## src/rtl/mef_pkg.sv

```systemverilog
package mef_pkg;
  typedef enum logic {
    SEL_FIFO = 1'b0,
    SEL_TEST = 1'b1
  } reg_sel_e;

  localparam int ST_FULL  = 3;
  localparam int ST_OVF   = 4;
  localparam int ST_LOST  = 5;
  localparam int ST_UNDER = 6;
endpackage

```

## src/rtl/mef_strobe_sync.sv

```systemverilog
module mef_strobe_sync #(
  parameter int STAGES = 2
) (
  input  logic clk,
  input  logic rst,
  input  logic strobe_n,
  output logic fall,
  output logic rise
);
  // pipe[0] is the first capture stage; pipe[STAGES] holds the previous synced level
  logic [STAGES:0] pipe;

  always_ff @(posedge clk) begin
    if (rst) pipe <= '1;
    else     pipe <= {pipe[STAGES-1:0], strobe_n};
  end

  assign fall = pipe[STAGES] & ~pipe[STAGES-1];
  assign rise = ~pipe[STAGES] & pipe[STAGES-1];
endmodule

```

## src/rtl/mef_word_fifo.sv

```systemverilog
module mef_word_fifo #(
  parameter int WORD_BYTES = 4,
  parameter int DEPTH      = 4,
  localparam int W  = 8 * WORD_BYTES,
  localparam int AW = (DEPTH > 1) ? $clog2(DEPTH) : 1,
  localparam int CW = $clog2(DEPTH + 1),
  localparam int BW = (WORD_BYTES > 1) ? $clog2(WORD_BYTES) : 1
) (
  input  logic          clk,
  input  logic          rst,
  input  logic          in_valid,
  input  logic [W-1:0]  in_data,
  output logic          in_ready,
  output logic          drop,
  input  logic          rd_byte,
  output logic [7:0]    byte_out,
  output logic          empty,
  output logic          full,
  output logic [CW-1:0] count
);
  logic [W-1:0]  mem [DEPTH];
  logic [AW-1:0] wr_ptr, rd_ptr;
  logic [BW-1:0] byte_idx;
  logic [W-1:0]  head;
  logic          push, pop, step;

  assign full     = (count == CW'(DEPTH));
  assign empty    = (count == '0);
  assign in_ready = ~full;
  assign drop     = in_valid & full;
  assign push     = in_valid & ~full;
  assign step     = rd_byte & ~empty;
  assign pop      = step & (byte_idx == BW'(WORD_BYTES - 1));

  // storage without reset so it maps onto RAM
  always_ff @(posedge clk) begin
    if (push) mem[wr_ptr] <= in_data;
  end

  always_comb begin
    head     = mem[rd_ptr];
    byte_out = head[int'(byte_idx) * 8 +: 8];
  end

  always_ff @(posedge clk) begin
    if (rst) begin
      wr_ptr   <= '0;
      rd_ptr   <= '0;
      byte_idx <= '0;
      count    <= '0;
    end else begin
      if (push) wr_ptr <= (wr_ptr == AW'(DEPTH - 1)) ? '0 : wr_ptr + AW'(1);
      if (step) byte_idx <= pop ? '0 : byte_idx + BW'(1);
      if (pop)  rd_ptr <= (rd_ptr == AW'(DEPTH - 1)) ? '0 : rd_ptr + AW'(1);
      case ({push, pop})
        2'b10:   count <= count + CW'(1);
        2'b01:   count <= count - CW'(1);
        default: count <= count;
      endcase
    end
  end

  p_no_overflow_r1: assert property (@(posedge clk) disable iff (rst)
    count <= CW'(DEPTH));

  p_count_step_r2: assert property (@(posedge clk) disable iff (rst)
    (count == $past(count)) || (count == $past(count) + CW'(1)) ||
    ($past(count) == count + CW'(1)));

  p_refused_no_grow_r5: assert property (@(posedge clk) disable iff (rst)
    full |=> (count <= $past(count)));
endmodule

```

## src/rtl/mef_host_port.sv

```systemverilog
module mef_host_port
  import mef_pkg::*;
#(
  parameter int CW = 3
) (
  input  logic          clk,
  input  logic          rst,
  input  logic          ds_fall,
  input  logic          ds_rise,
  input  logic          as_fall,
  input  logic          as_rise,
  input  logic          host_write_n,
  input  logic [7:0]    bus_in,
  input  logic [7:0]    fifo_byte,
  input  logic          fifo_empty,
  input  logic          fifo_full,
  input  logic [CW-1:0] fifo_count,
  input  logic          fifo_drop,
  output logic          rd_byte,
  output logic          host_wait,
  output logic [7:0]    bus_out,
  output logic          bus_oe
);
  reg_sel_e   sel;
  logic [7:0] test_q;
  logic       ovf_ever, lost_q, under_q;
  logic       status_rd, under_set;
  logic [7:0] status;
  logic [7:0] data_reply;

  assign rd_byte   = ds_fall & host_write_n & (sel == SEL_FIFO);
  assign under_set = rd_byte & fifo_empty;
  assign status_rd = as_fall & host_write_n;

  always_comb begin
    status           = '0;
    status[2:0]      = 3'(fifo_count);
    status[ST_FULL]  = fifo_full;
    status[ST_OVF]   = ovf_ever;
    status[ST_LOST]  = lost_q;
    status[ST_UNDER] = under_q;
    if (sel == SEL_TEST)  data_reply = ~test_q;
    else if (fifo_empty)  data_reply = 8'h00;
    else                  data_reply = fifo_byte;
  end

  always_ff @(posedge clk) begin
    if (rst) begin
      sel       <= SEL_FIFO;
      test_q    <= '0;
      ovf_ever  <= 1'b0;
      lost_q    <= 1'b0;
      under_q   <= 1'b0;
      host_wait <= 1'b0;
      bus_oe    <= 1'b0;
      bus_out   <= '0;
    end else begin
      ovf_ever <= ovf_ever | fifo_drop;
      lost_q   <= fifo_drop | (lost_q & ~status_rd);
      under_q  <= under_set | (under_q & ~status_rd);
      if (ds_fall | as_fall) begin
        host_wait <= 1'b1;
        if (host_write_n) begin
          bus_oe  <= 1'b1;
          bus_out <= as_fall ? status : data_reply;
        end else if (as_fall) begin
          sel <= reg_sel_e'(bus_in[0]);
        end else if (sel == SEL_TEST) begin
          test_q <= bus_in;
        end
      end else if (ds_rise | as_rise) begin
        host_wait <= 1'b0;
        bus_oe    <= 1'b0;
        bus_out   <= '0;
      end
    end
  end

  p_wait_on_fall_r3: assert property (@(posedge clk) disable iff (rst)
    (ds_fall || as_fall) |=> host_wait);

  p_release_r3: assert property (@(posedge clk) disable iff (rst)
    ((ds_rise || as_rise) && !ds_fall && !as_fall) |=> (!host_wait && !bus_oe));

  p_ovf_sticky_r4: assert property (@(posedge clk) disable iff (rst)
    ovf_ever |=> ovf_ever);

  p_lost_needs_ovf_r5: assert property (@(posedge clk) disable iff (rst)
    lost_q |-> ovf_ever);
endmodule

```

## src/rtl/meas_epp_fifo.sv

```systemverilog
module meas_epp_fifo #(
  parameter int WORD_BYTES  = 4,
  parameter int DEPTH       = 4,
  parameter int SYNC_STAGES = 2,
  localparam int W  = 8 * WORD_BYTES,
  localparam int CW = $clog2(DEPTH + 1)
) (
  input  logic         clk,
  input  logic         rst,
  input  logic         in_valid,
  input  logic [W-1:0] in_data,
  output logic         in_ready,
  input  logic         host_write_n,
  input  logic         data_strobe_n,
  input  logic         addr_strobe_n,
  input  logic [7:0]   bus_in,
  output logic [7:0]   bus_out,
  output logic         bus_oe,
  output logic         host_wait
);
  logic [1:0]    strobe_n, fall_v, rise_v;
  logic          rd_byte, f_empty, f_full, f_drop;
  logic [7:0]    f_byte;
  logic [CW-1:0] f_count;

  // index 0: data strobe, index 1: address strobe
  assign strobe_n = {addr_strobe_n, data_strobe_n};

  for (genvar gi = 0; gi < 2; gi++) begin : g_sync
    mef_strobe_sync #(.STAGES(SYNC_STAGES)) u_sync (
      .clk      (clk),
      .rst      (rst),
      .strobe_n (strobe_n[gi]),
      .fall     (fall_v[gi]),
      .rise     (rise_v[gi])
    );
  end

  mef_word_fifo #(.WORD_BYTES(WORD_BYTES), .DEPTH(DEPTH)) u_fifo (
    .clk      (clk),
    .rst      (rst),
    .in_valid (in_valid),
    .in_data  (in_data),
    .in_ready (in_ready),
    .drop     (f_drop),
    .rd_byte  (rd_byte),
    .byte_out (f_byte),
    .empty    (f_empty),
    .full     (f_full),
    .count    (f_count)
  );

  mef_host_port #(.CW(CW)) u_port (
    .clk          (clk),
    .rst          (rst),
    .ds_fall      (fall_v[0]),
    .ds_rise      (rise_v[0]),
    .as_fall      (fall_v[1]),
    .as_rise      (rise_v[1]),
    .host_write_n (host_write_n),
    .bus_in       (bus_in),
    .fifo_byte    (f_byte),
    .fifo_empty   (f_empty),
    .fifo_full    (f_full),
    .fifo_count   (f_count),
    .fifo_drop    (f_drop),
    .rd_byte      (rd_byte),
    .host_wait    (host_wait),
    .bus_out      (bus_out),
    .bus_oe       (bus_oe)
  );
endmodule

```

## config.mk

```make
export PLATFORM = sky130hd
export DESIGN_NAME = meas_epp_fifo
export DESIGN_NICKNAME = d
export VERILOG_FILES = /design/src/rtl/mef_pkg.sv /design/src/rtl/mef_strobe_sync.sv /design/src/rtl/mef_word_fifo.sv /design/src/rtl/mef_host_port.sv /design/src/rtl/meas_epp_fifo.sv
export SDC_FILE = /design/constraint.sdc
export NUM_CORES = 1
export LEC_CHECK = 0
export BUFFER_PORTS_ARGS = -buffer_cell sky130_fd_sc_hd__buf_2
export CORE_ASPECT_RATIO = 1.2
export CORE_UTILIZATION = 55
export DETAILED_ROUTE_END_ITERATION = 6
export HOLD_SLACK_MARGIN = 0.05
export PLACE_DENSITY = 0.82
export SLEW_MARGIN = 20
export SYNTH_ARGS = -nofsm -noshare
export SYNTH_HDL_FRONTEND = slang
export SYNTH_SLANG_ARGS = --single-unit
```

## constraint.sdc

```tcl
create_clock -name clk -period 7.6 [get_ports clk]
set_input_delay 0.76 -clock clk [delete_from_list [all_inputs] [get_ports clk]]
set_output_delay 0.76 -clock clk [all_outputs]
set_load 0.02 [all_outputs]
```

Word-level counts from Yosys, hierarchy flattened
Memories as Yosys holds them, arrays and structs flattened. A register that Yosys moved wholly into a read port is not among the register bits.
Cells that the tools add are included.
{"block": "op_classes", "add_sub_neg": 5, "n_eq_ne": 7, "shift": 1, "mux": 18, "n_bitwise": 30, "n_reduce_logical": 6}
{"operator": "2-to-1 mux 8 bit", "n": 6}
{"operator": "indexed part select 32 x 6 -> 8 bit", "n": 1}
{"operator": "bitwise AND 1 bit", "n": 14}
{"operator": "2-to-1 mux 2 bit", "n": 5}
{"operator": "inverter 1 bit", "n": 10}
{"operator": "equality test 2 bit, second input constant", "n": 4}
{"operator": "inverter 8 bit", "n": 1}
{"operator": "adder 2 x 1 -> 2 bit, second input constant", "n": 3}
{"operator": "2-to-1 mux 1 bit", "n": 6}
{"operator": "case mux 3 bit (2 select lines)", "n": 1}
{"operator": "bitwise OR 1 bit", "n": 5}
{"operator": "AND reduction 4 bit", "n": 1}
{"operator": "nonzero test 2 bit", "n": 2}
{"operator": "adder 3 x 1 -> 3 bit, second input constant", "n": 1}
{"operator": "equality test 3 bit, second input constant", "n": 1}
{"operator": "zero test 3 bit", "n": 1}
{"operator": "AND reduction 3 bit", "n": 1}
{"operator": "subtractor 3 x 1 -> 3 bit, second input constant", "n": 1}
{"operator": "equality test 2 x 1 -> 1 bit, second input constant", "n": 1}
{"operator": "!= test 2 bit, second input constant", "n": 1}
{"operator": "AND reduction 2 bit", "n": 1}
{"block": "totals", "reg_bits": 37, "mem_bits_rw": 128, "inputBits": 46, "out_inout_bits": 11, "wordCells": 82, "mem_count": 1}
{"memory": "u_fifo.mem", "words": 4, "word_bits": 32, "read_ports": 1, "rd_ports_with_merged_regs": 1, "wr": 1, "line_no": "mef_word_fifo.sv:21", "source": "logic [W-1:0] mem [DEPTH];"}

Longest topological paths before layout
Gate-level depths: netlist of the first run.
{"block": "depth", "word_depth": 8, "ltp_mapped": 10, "depth_no_buf": 10}

Modules after synthesis
Synthesis of the first run repeated with hierarchy kept, for this count alone.
{"block": "unflattened", "cells_unflattened": 385, "hier_area_um2": 6613.8}
{"module": "mef_word_fifo", "instances": 1, "cells_each": 262, "area_each_um2": 5455.2, "seq_area_each_um2": 4063.9}
{"module": "mef_host_port", "instances": 1, "cells_each": 107, "area_each_um2": 973.4, "seq_area_each_um2": 440.4}
{"module": "mef_strobe_sync", "instances": 2, "cells_each": 8, "area_each_um2": 92.6, "seq_area_each_um2": 60.1}

Least setup slack after synthesis of the first run
OpenSTA, ideal clock, no wires.
{"block": "synth_path", "path_kind": "input to register", "startpoint": "in host_write_n", "endpoint": "reg u_fifo.count[2]", "setup_time_ns": 0.071, "t_arrival_ns": 2.513, "required_ns": 7.529, "setup_slack_ns": 5.016, "cell_stages": 9, "n_path_buf": 1, "cell_sequence": "nor4b_2 and2_1 buf_2 ha_1 inv_1 fa_1 xor2_1 or3_1 a21oi_1"}
{"block": "synth_via", "elab_chain_cells": 6, "word_cells_on_any_way": 8, "cone_classes": "eq/ne (2); mux (1); bitwise (4); reduce/logical (1)"}
{"element": "from (decl)", "line_no": "meas_epp_fifo.sv:13", "source": "input logic host_write_n,"}
{"element": "bitwise AND 1 bit (*) (2 in series)", "line_no": "mef_host_port.sv:31", "source": "assign rd_byte = ds_fall & host_write_n & (sel == SEL_FIFO);"}
{"element": "bitwise AND 1 bit (*)", "line_no": "mef_word_fifo.sv:32", "source": "assign step = rd_byte & ~empty;"}
{"element": "bitwise AND 1 bit (*)", "line_no": "mef_word_fifo.sv:33", "source": "assign pop = step & (byte_idx == BW'(WORD_BYTES - 1));"}
{"element": "net u_fifo.pop", "line_no": "mef_word_fifo.sv:25", "source": "logic push, pop, step;"}
{"element": "equality test 2 x 1 -> 1 bit or equality test 2 bit (tied branches)", "line_no": "mef_word_fifo.sv:55", "source": "case ({push, pop})"}
{"element": "case mux 3 bit (2 select lines) or nonzero test 2 bit (tied branches)"}
{"element": "to (signal assigned)", "line_no": "mef_word_fifo.sv:56", "source": "2'b10: count <= count + CW'(1);"}
{"element": "to (signal assigned)", "line_no": "mef_word_fifo.sv:57", "source": "2'b01: count <= count - CW'(1);"}
{"element": "to (signal assigned)", "line_no": "mef_word_fifo.sv:58", "source": "default: count <= count;"}
{"element": "to (decl)", "line_no": "mef_word_fifo.sv:19", "source": "output logic [CW-1:0] count"}
The timed path passes the listed nets; every way through them passes the cells marked *.
A chain may end at the register's enable or synchronous reset.

Worst setup path after layout of the first run
{"block": "layout_path", "startpoint": "reg u_port.sel", "endpoint": "reg u_fifo.count[2]"}
{"block": "layout_via", "elab_chain_cells": 6, "word_cells_on_any_way": 8, "cone_classes": "eq/ne (2); mux (1); bitwise (4); reduce/logical (1)"}
{"element": "from (decl)", "line_no": "mef_host_port.sv:24", "source": "reg_sel_e sel;"}
{"element": "from (signal assigned)", "line_no": "mef_host_port.sv:67", "source": "sel <= reg_sel_e'(bus_in[0]);"}
{"element": "inverter 1 bit (*)", "line_no": "mef_host_port.sv:31"}
{"element": "bitwise AND 1 bit (*)", "line_no": "mef_host_port.sv:31"}
{"element": "bitwise AND 1 bit (*)", "line_no": "mef_word_fifo.sv:32"}
{"element": "bitwise AND 1 bit (*)", "line_no": "mef_word_fifo.sv:33"}
{"element": "equality test 2 x 1 -> 1 bit or equality test 2 bit (tied branches)", "line_no": "mef_word_fifo.sv:55"}
{"element": "case mux 3 bit (2 select lines) or nonzero test 2 bit (tied branches)"}
Mark *: on every way between the ends. The rest lies on a longest branch, timed or not.

==> reports/metrics.yaml, run 1 <==
status:
  status: "finished, final reports clean"
clock_tree:
  ctsHtreeMaxLevel: 4
  cts_tree: "yes"
  cts_buffers: 17
  clkLatencyLatePin_ns: 0.43
  clkSlewWorstSetupHoldPaths_ns: 0.07
  cts-resized-gates: 0
  ctsLongestPathBuffers: 2
  post_cts.repair.setup_buffers: 0
  root_buffer: "clkbuf_16"
  postCtsHoldBufs: 0
  cts.sinks: 167
critical_path:
  cp_top_family: "simple AND/OR/NAND/NOR gates"
  crit_slowest_cell: "dfxtp_1"
  cp-end-kind: "register"
  path_cells: "nor4b_2, and2_1, ha_1, inv_1, fa_1, xor2_1, or3_1, a21oi_1"
  cp-start-kind: "register"
  worstSetupPathType: "register to register"
  r2r_slack_ns: 4.83
  max_stage_delay_ns: 0.51
  cp_max_fo: 16
  worst-path-buf-inv: 1
  worstReg2RegEnd: "u_fifo.count[2]"
  cp.depth: 8
  critPathCapture: "u_fifo.count[2]"
  r2r_cells: 8
  cp.required_ns: 7.95
  cp_data_arrival_time_ns: 3.12
  r2r_start: "u_port.sel"
  cp-startpoint: "u_port.sel"
floorplanning:
  die_w_um: 103
  design.die.area_um2: 12600
  num_rows: 43
  dieHeight_um: 123
  coreArea_um2: 11700
  start_util_pct: 57.1
  io_pins: 57
logic_synthesis:
  synth_top_area_share_pct: 57.4
  synth.most_common_cell: "edfxtp_1"
  synth_area_um2: 6700
  async_reset_ff_share_pct: 0
  postSynthCellCount: 419
  synth_area_leader_cell: "edfxtp_1"
  ys_warn_count: 0
  synth_commonest_cells: "edfxtp_1, mux2i_1, dfxtp_1"
  ys_types: 51
  ys_ff_latch: 167
  ys_seq_area_share_pct: 69.0
  synth_edf_count: 128
  synth.area.top_cells: "edfxtp_1, dfxtp_1, mux2i_1, mux4_2, mux4_1"
  synthesis.nets: 473
  syn_avg_cell_area_um2: 16.0
  ys.flop_type: "edfxtp_1"
worst_hold_path:
  hp-class: "register to register"
  worstHoldStart: "g_sync[1].u_sync.pipe[0]"
power:
  power_density_nw_per_um2: 250
  leakage_uw: 0.00258
  p_total_uw: 1910
  peakVddDrop_v: 0.000170
timing:
  slew_headroom_pct: 34.9
  max_freq_mhz: 362
  skew_ns: 0.00866
  fin_crit_ns: 2.77
  slew_violations: 0
  grt_setup_unrepaired: "no"
  setup_tns_ns: 0
  hold_viol_final: 0
  period_share_pct: 36.4
  whs_ns: 0.422
  worst_pin_slew_ns: 0.969
  setup_viol: 0
place:
  dpl.hpwl_mm: 8.35
  io_buffers: 56
  place.gp.congestion: 0.858
  placed_area_um2: 7070
routing:
  detail_route.vias_per_cell: 5.86
  final_antenna_net_count: 0
  routed_wl_mm: 13.1
  avgRoutedWirePerCell_um: 20.2
  drc: 0
  first_pass_iters: 5
  drt-initial-drc-count: 255
  dr_total_vias: 3802
grt:
  grt_max_degree: 38
  grt.total_usage_pct: 22.5
  grt_pass1_wl_mm: 20.0
  overflow: 0
  antenna_found_initial: 0
  grt_pass1_vias: 3813
final_layout:
  syn2layout_area_growth_pct: 13.7
  seqCellArea_um2: 4630
  final_nets: 533
  multi_input_area_um2: 1880
  nFillCells: 829
  drive_gt1_share_pct: 24.4
  antennaDiodeCount: 0
  finish.instance_area_um2: 7620
job:
  maxCapViolations: 0
[layout make-up]
class,instances,share of cell area (%)
Timing Repair Buffer,62,4.27
Inverter,13,0.641
Multi-Input combinational cell,218,24.6
Clock inverter,13,1.33
Sequential cell,167,60.7
Tap cell,157,2.58
Clock buffer,19,5.82
[layer usage]
layer	wire, µm	share of wire [%]	global-route usage [%]
met3	820	6.3	5.31
met4	437	3.3	14.1
met2	6780	52	37.2
met5	0	0	0
met1	5060	39	26.5
[state kept, by name, indices dropped and copies added (netlist names), named ones only]
signal / cells
g_sync.u_sync.pipe: 6
u_port.bus_out: 8
u_port.under_q: 1
u_port.host_wait: 1
u_port.ovf_ever: 1
u_port.sel: 1
u_fifo.mem: 128
u_port.bus_oe: 1
u_fifo.byte_idx: 2
u_port.lost_q: 1
u_fifo.count: 3
u_port.test_q: 8
u_fifo.rd_ptr: 2
u_fifo.wr_ptr: 2
[layout by cell type, fill, tap and decap left out, types with 4 or more instances in the layout]
cell type   Yosys  layout
a31o_1          7       7
clkinvlp_4      0       5
clkbuf_16       0      17
ha_1            7       7
edfxtp_1      128     128
nand3_1         8       8
a21oi_1        15      15
mux2i_1        42      42
mux4_1          6       6
nor2_1         24      24
buf_4           3       6
mux4_2         11      11
o21ai_0         8       8
nand2_1        14      14
nand2b_1       10      10
a22oi_1        15      15
inv_1          12      12
and3_1          4       4
a221oi_1        8       8
dfxtp_1        39      38
or2_2           6       6
buf_2           4      56
[kinds of logic (layout without fill, tap and decap cells)]
logic type / Yosys count / count (layout) / synth area share (%)
DFF: 167 / 167 / 69.0
AOI/OAI and AO/OA: 62 / 62 / 6.69
and+or+nand+nor: 86 / 86 / 6.99
adders and majority gates: 8 / 8 / 1.61
muxes: 59 / 59 / 12.3
buffers and inverters: 34 / 107 / 2.97
xor gates and xnor gates: 3 / 3 / 0.392
[power breakdown]
part | internal (µW) | switching (µW) | total [µW]
sequential | 1020 | 11.8 | 1030
clock | 429 | 353 | 782
combinational | 35.1 | 61.1 | 96.2
total | 1480 | 426 | 1910
[worst min-delay path by stage]
stage | to | slack (ns) | cells past startpoint
after floorplan | g_sync[0].u_sync.pipe[1] | 0.39 | 1
after global placement | g_sync[1].u_sync.pipe[1] | 0.40 | 1
after detailed placement | g_sync[1].u_sync.pipe[1] | 0.40 | 1
after CTS | g_sync[0].u_sync.pipe[1] | 0.43 | 1
after global routing | g_sync[1].u_sync.pipe[1] | 0.45 | 1
final | g_sync[1].u_sync.pipe[1] | 0.42 | 1
[stage by stage]
| step | cells | worst slack [ns] | utilization, % |
|---|---|---|---|
| 5_1_grt | 649 | 4.70 | 64.9 |
| 3_5_place_dp | 617 | 4.66 | 60.3 |
| 4_1_cts | 649 | 4.88 | 64.9 |
| 6_report | 649 | 4.83 | 64.9 |
| 3_3_place_gp | 617 | 4.79 | 60.3 |
| 2_1_floorplan | 419 | 5.02 | - |
No activity file was read; power rests on OpenSTA's default activity.
==> inputs of run 2 (changes only) <==
Settings changed: ABC_AREA set to 1, CORE_UTILIZATION 55 to 53, PLACE_DENSITY 0.82 to 0.83.
Clock period 7.6 ns to 2.5 ns, I/O delays scaled along.
==> run 2 against run 1 <==
- routed wire length grew 12%
- worst hold slack lost 0.36 ns
- flip-flop and latch count is the same
- fmax grew 25%
- critical path type unchanged
- synthesized cell count grew 56%
- clock power grew to 3.2 times the previous value
- final cell count grew 41%
- cell area grew 6.9%
==> reports/metrics.yaml, run 2 <==
status:
  status: "finished, final reports clean"
timing:
  setup_viol: 0  # unchanged
  whs_ns: 0.0601  # -0.362 ns
  period_share_pct: 88.7  # +52 points
  slew_headroom_pct: 55.7  # +21 points
  fin_crit_ns: 2.22  # -0.548 ns
  hold_viol_final: 0  # unchanged
  max_freq_mhz: 451  # +25%
  worst_pin_slew_ns: 0.664  # -0.305 ns
  skew_ns: 0.0111  # +0.00246 ns
  grt_setup_unrepaired: "no"
  setup_tns_ns: 0  # unchanged
  slew_violations: 0  # unchanged
grt:
  grt_max_degree: 65  # +71%
  grt_pass1_wl_mm: 24.0  # +20%
  grt_pass1_vias: 5063  # +33%
  overflow: 0  # unchanged
  grt.total_usage_pct: 23.5  # +0.95 points
  antenna_found_initial: 0  # unchanged
job:
  maxCapViolations: 0  # unchanged
final_layout:
  final_nets: 794  # +49%
  postLayoutCoreUtil_pct: 64.3  # -0.66 points
  final_common_cell: "nand2_1"
  antennaDiodeCount: 0  # unchanged
  final_cell_mix: "nand2_1, edfxtp_1, nand3_1, buf_2, inv_1"
  nFillCells: 924  # +11%
  syn2layout_area_growth_pct: 18.5
  largestRegisters: "u_fifo.mem: 128 flops, u_port.bus_out: 8 flops, u_port.test_q: 8 flops"
  finish.instance_area_um2: 8140  # +6.9%
  largest-register: "u_fifo.mem"
  drive_gt1_share_pct: 15.0  # -9.3 points
  largest_reg_flops: 128  # unchanged
critical_path:
  cp.required_ns: 2.80  # -5.15 ns
  max_stage_delay_ns: 0.37  # -0.14 ns
  cp-start-kind: "register"
  r2r_start: "g_sync[0].u_sync.pipe[1]"
  cp-end-kind: "register"
  path_cells: "inv_1, nand2_1, nor3_2, nand2_1, nor2_4, ha_1, inv_1, fa_1, a21oi_1, o21ai_0, o21ai_0, a21oi_1"
  crit_slowest_cell: "fa_1"
  worstSetupPathType: "register to register"
  cp_max_fo: 6  # -10
  cp-startpoint: "g_sync[0].u_sync.pipe[1]"
  cp_data_arrival_time_ns: 2.52  # -0.60 ns
power:
  leakage_uw: 0.00322  # +25%
  peakVddDrop_v: 0.00102  # +500%
  p_seq_share_pct: 52.0  # -1.9 points
  intPower_uw: 4790  # +220%
  swShare_pct: 20.8  # -1.5 points
  pwr-share-clk_pct: 41.6  # +0.6 points
  power_density_nw_per_um2: 743  # +200%
  switchingPower_uw: 1260  # +200%
  p_total_uw: 6050  # +220%
  p_comb_share_pct: 6.4  # +1.4 points
worst_hold_path:
  hp-class: "input pin to register"
  worstHoldStart: "in_data[7]"
routing:
  first_pass_iters: 6  # +1
  final_antenna_net_count: 0  # unchanged
  drc: 0  # unchanged
  dr_total_vias: 5030  # +32%
  routed_wl_mm: 14.7  # +12%
  routed.top_layer: "met4"
  met1_length_mm: 5.64  # +11%
  wl_met2_mm: 7.81  # +15%
  routed-wl-met3_um: 970  # +18%
  avgRoutedWirePerCell_um: 16.1  # -20%
  drt-initial-drc-count: 419  # +64%
  detail_route.vias_per_cell: 5.50  # -6.2%
logic_synthesis:
  ys_types: 25  # -51%
  postSynthCellCount: 655  # +56%
  synth_top_area_share_pct: 55.9  # -1.5 points
  ys_seq_area_share_pct: 67.3  # -1.7 points
  synth.most_common_cell: "nand2_1"
  ys_ff_latch: 167  # unchanged
  syn_avg_cell_area_um2: 10.5  # -34%
  synth.area.top_cells: "edfxtp_1, nand2_1, dfxtp_1, nand3_1, inv_1"
  ys.flop_type: "edfxtp_1"
  synth_area_um2: 6870  # +2.6%
  synth_area_leader_cell: "edfxtp_1"
  synth_commonest_cells: "nand2_1, edfxtp_1, nand3_1"
  synthesis.nets: 709  # +50%
  synth_edf_count: 128  # unchanged
  async_reset_ff_share_pct: 0  # unchanged
  ys_warn_count: 0  # unchanged
floorplanning:
  dieHeight_um: 127  # +3.1%
  design.die.area_um2: 13400  # +6.4%
  io_pins: 57  # unchanged
  num_rows: 45  # +4.7%
  die_w_um: 106  # +3.1%
  start_util_pct: 54.3  # -2.9 points
  coreArea_um2: 12700  # +8.0%
clock_tree:
  root_buffer: "clkbuf_16"
  post_cts.repair.setup_buffers: 0  # unchanged
  cts_buffers: 17  # unchanged
  cts_tree: "yes"
  cts.sinks: 167  # unchanged
  clkSlewWorstSetupHoldPaths_ns: 0.06  # about the same
  ctsHtreeMaxLevel: 4  # unchanged
  clkLatencyLatePin_ns: 0.43  # about the same
  ctsLongestPathBuffers: 2  # unchanged
place:
  placed_area_um2: 7270  # +2.8%
  dpl.hpwl_mm: 8.67  # +3.8%
  place.gp.congestion: 0.857  # -0.12%
  io_buffers: 56  # unchanged
-- run 2: final timing paths --
path / to / slack [ns] / depth (start not counted)
max: u_fifo.count[2] / 0.28 / 12
min: u_fifo.mem[0][7] / 0.06 / 1
max reg2reg: u_fifo.count[2] / 0.28 / 12
min reg2reg: g_sync[1].u_sync.pipe[1] / 0.41 / 1
-- run 2: logic make-up after synthesis --
kind of cell | count (synthesis) | share of synthesized area, %
fa+ha+maj | 8 | 1.57
buf+inv | 81 | 5.52
simple gates | 332 | 20.1
flops | 167 | 67.3
compound gates | 67 | 5.53
-- run 2: area by class of cell --
cell class / instances / area, µm² / share of cell area, %
clock buffer: 19 / 433 / 5.32
sequential: 167 / 4630 / 56.8
tap: 164 / 205 / 2.52
multi-input combinational: 407 / 1890 / 23.2
inverter: 52 / 195 / 2.40
clock inverter: 11 / 134 / 1.64
timing repair buffer: 95 / 658 / 8.08
-- run 2: power by group through the flow --
stage,clock (µW),sequential (µW),combinational [µW]
after CTS,2530,3140,385
after global routing,2650,3150,432
final,2520,3140,386
after detailed placement,0,3200,346
after floorplan,0,3200,193
after global placement,0,3190,330
-- run 2: metal layers --
metal,GRT usage (%),vias up
li1,-,2382
met1,27.1,2409
met2,41.7,210
met3,5.09,29
met4,10.7,0
met5,0,-
-- run 2: worst max-delay path: cells and delay by family, from the launching register on --
kind	cells	cell delay (ns)
fa+ha+maj	2	0.53
compound gates	4	0.47
buf+inv	2	0.15
simple gates	4	0.65
flops	1	0.30
-- run 2: repair_timing --
action | CTS | global route
setup endpoints to repair | 0 | 2
hold buffers | 29 | 0
resized for setup | 0 | 3
endpoints found under the hold margin | 107 | 0
-- run 2: metrics by stage --
| stage | worst slack [ns] | instances |
|---|---|---|
| final | 0.283 | 915 |
| after global routing | 0.0220 | 915 |
| after CTS | 0.105 | 915 |
| after detailed placement | 0.184 | 856 |
| after global placement | 0.243 | 856 |
| after floorplan | -0.121 | 655 |
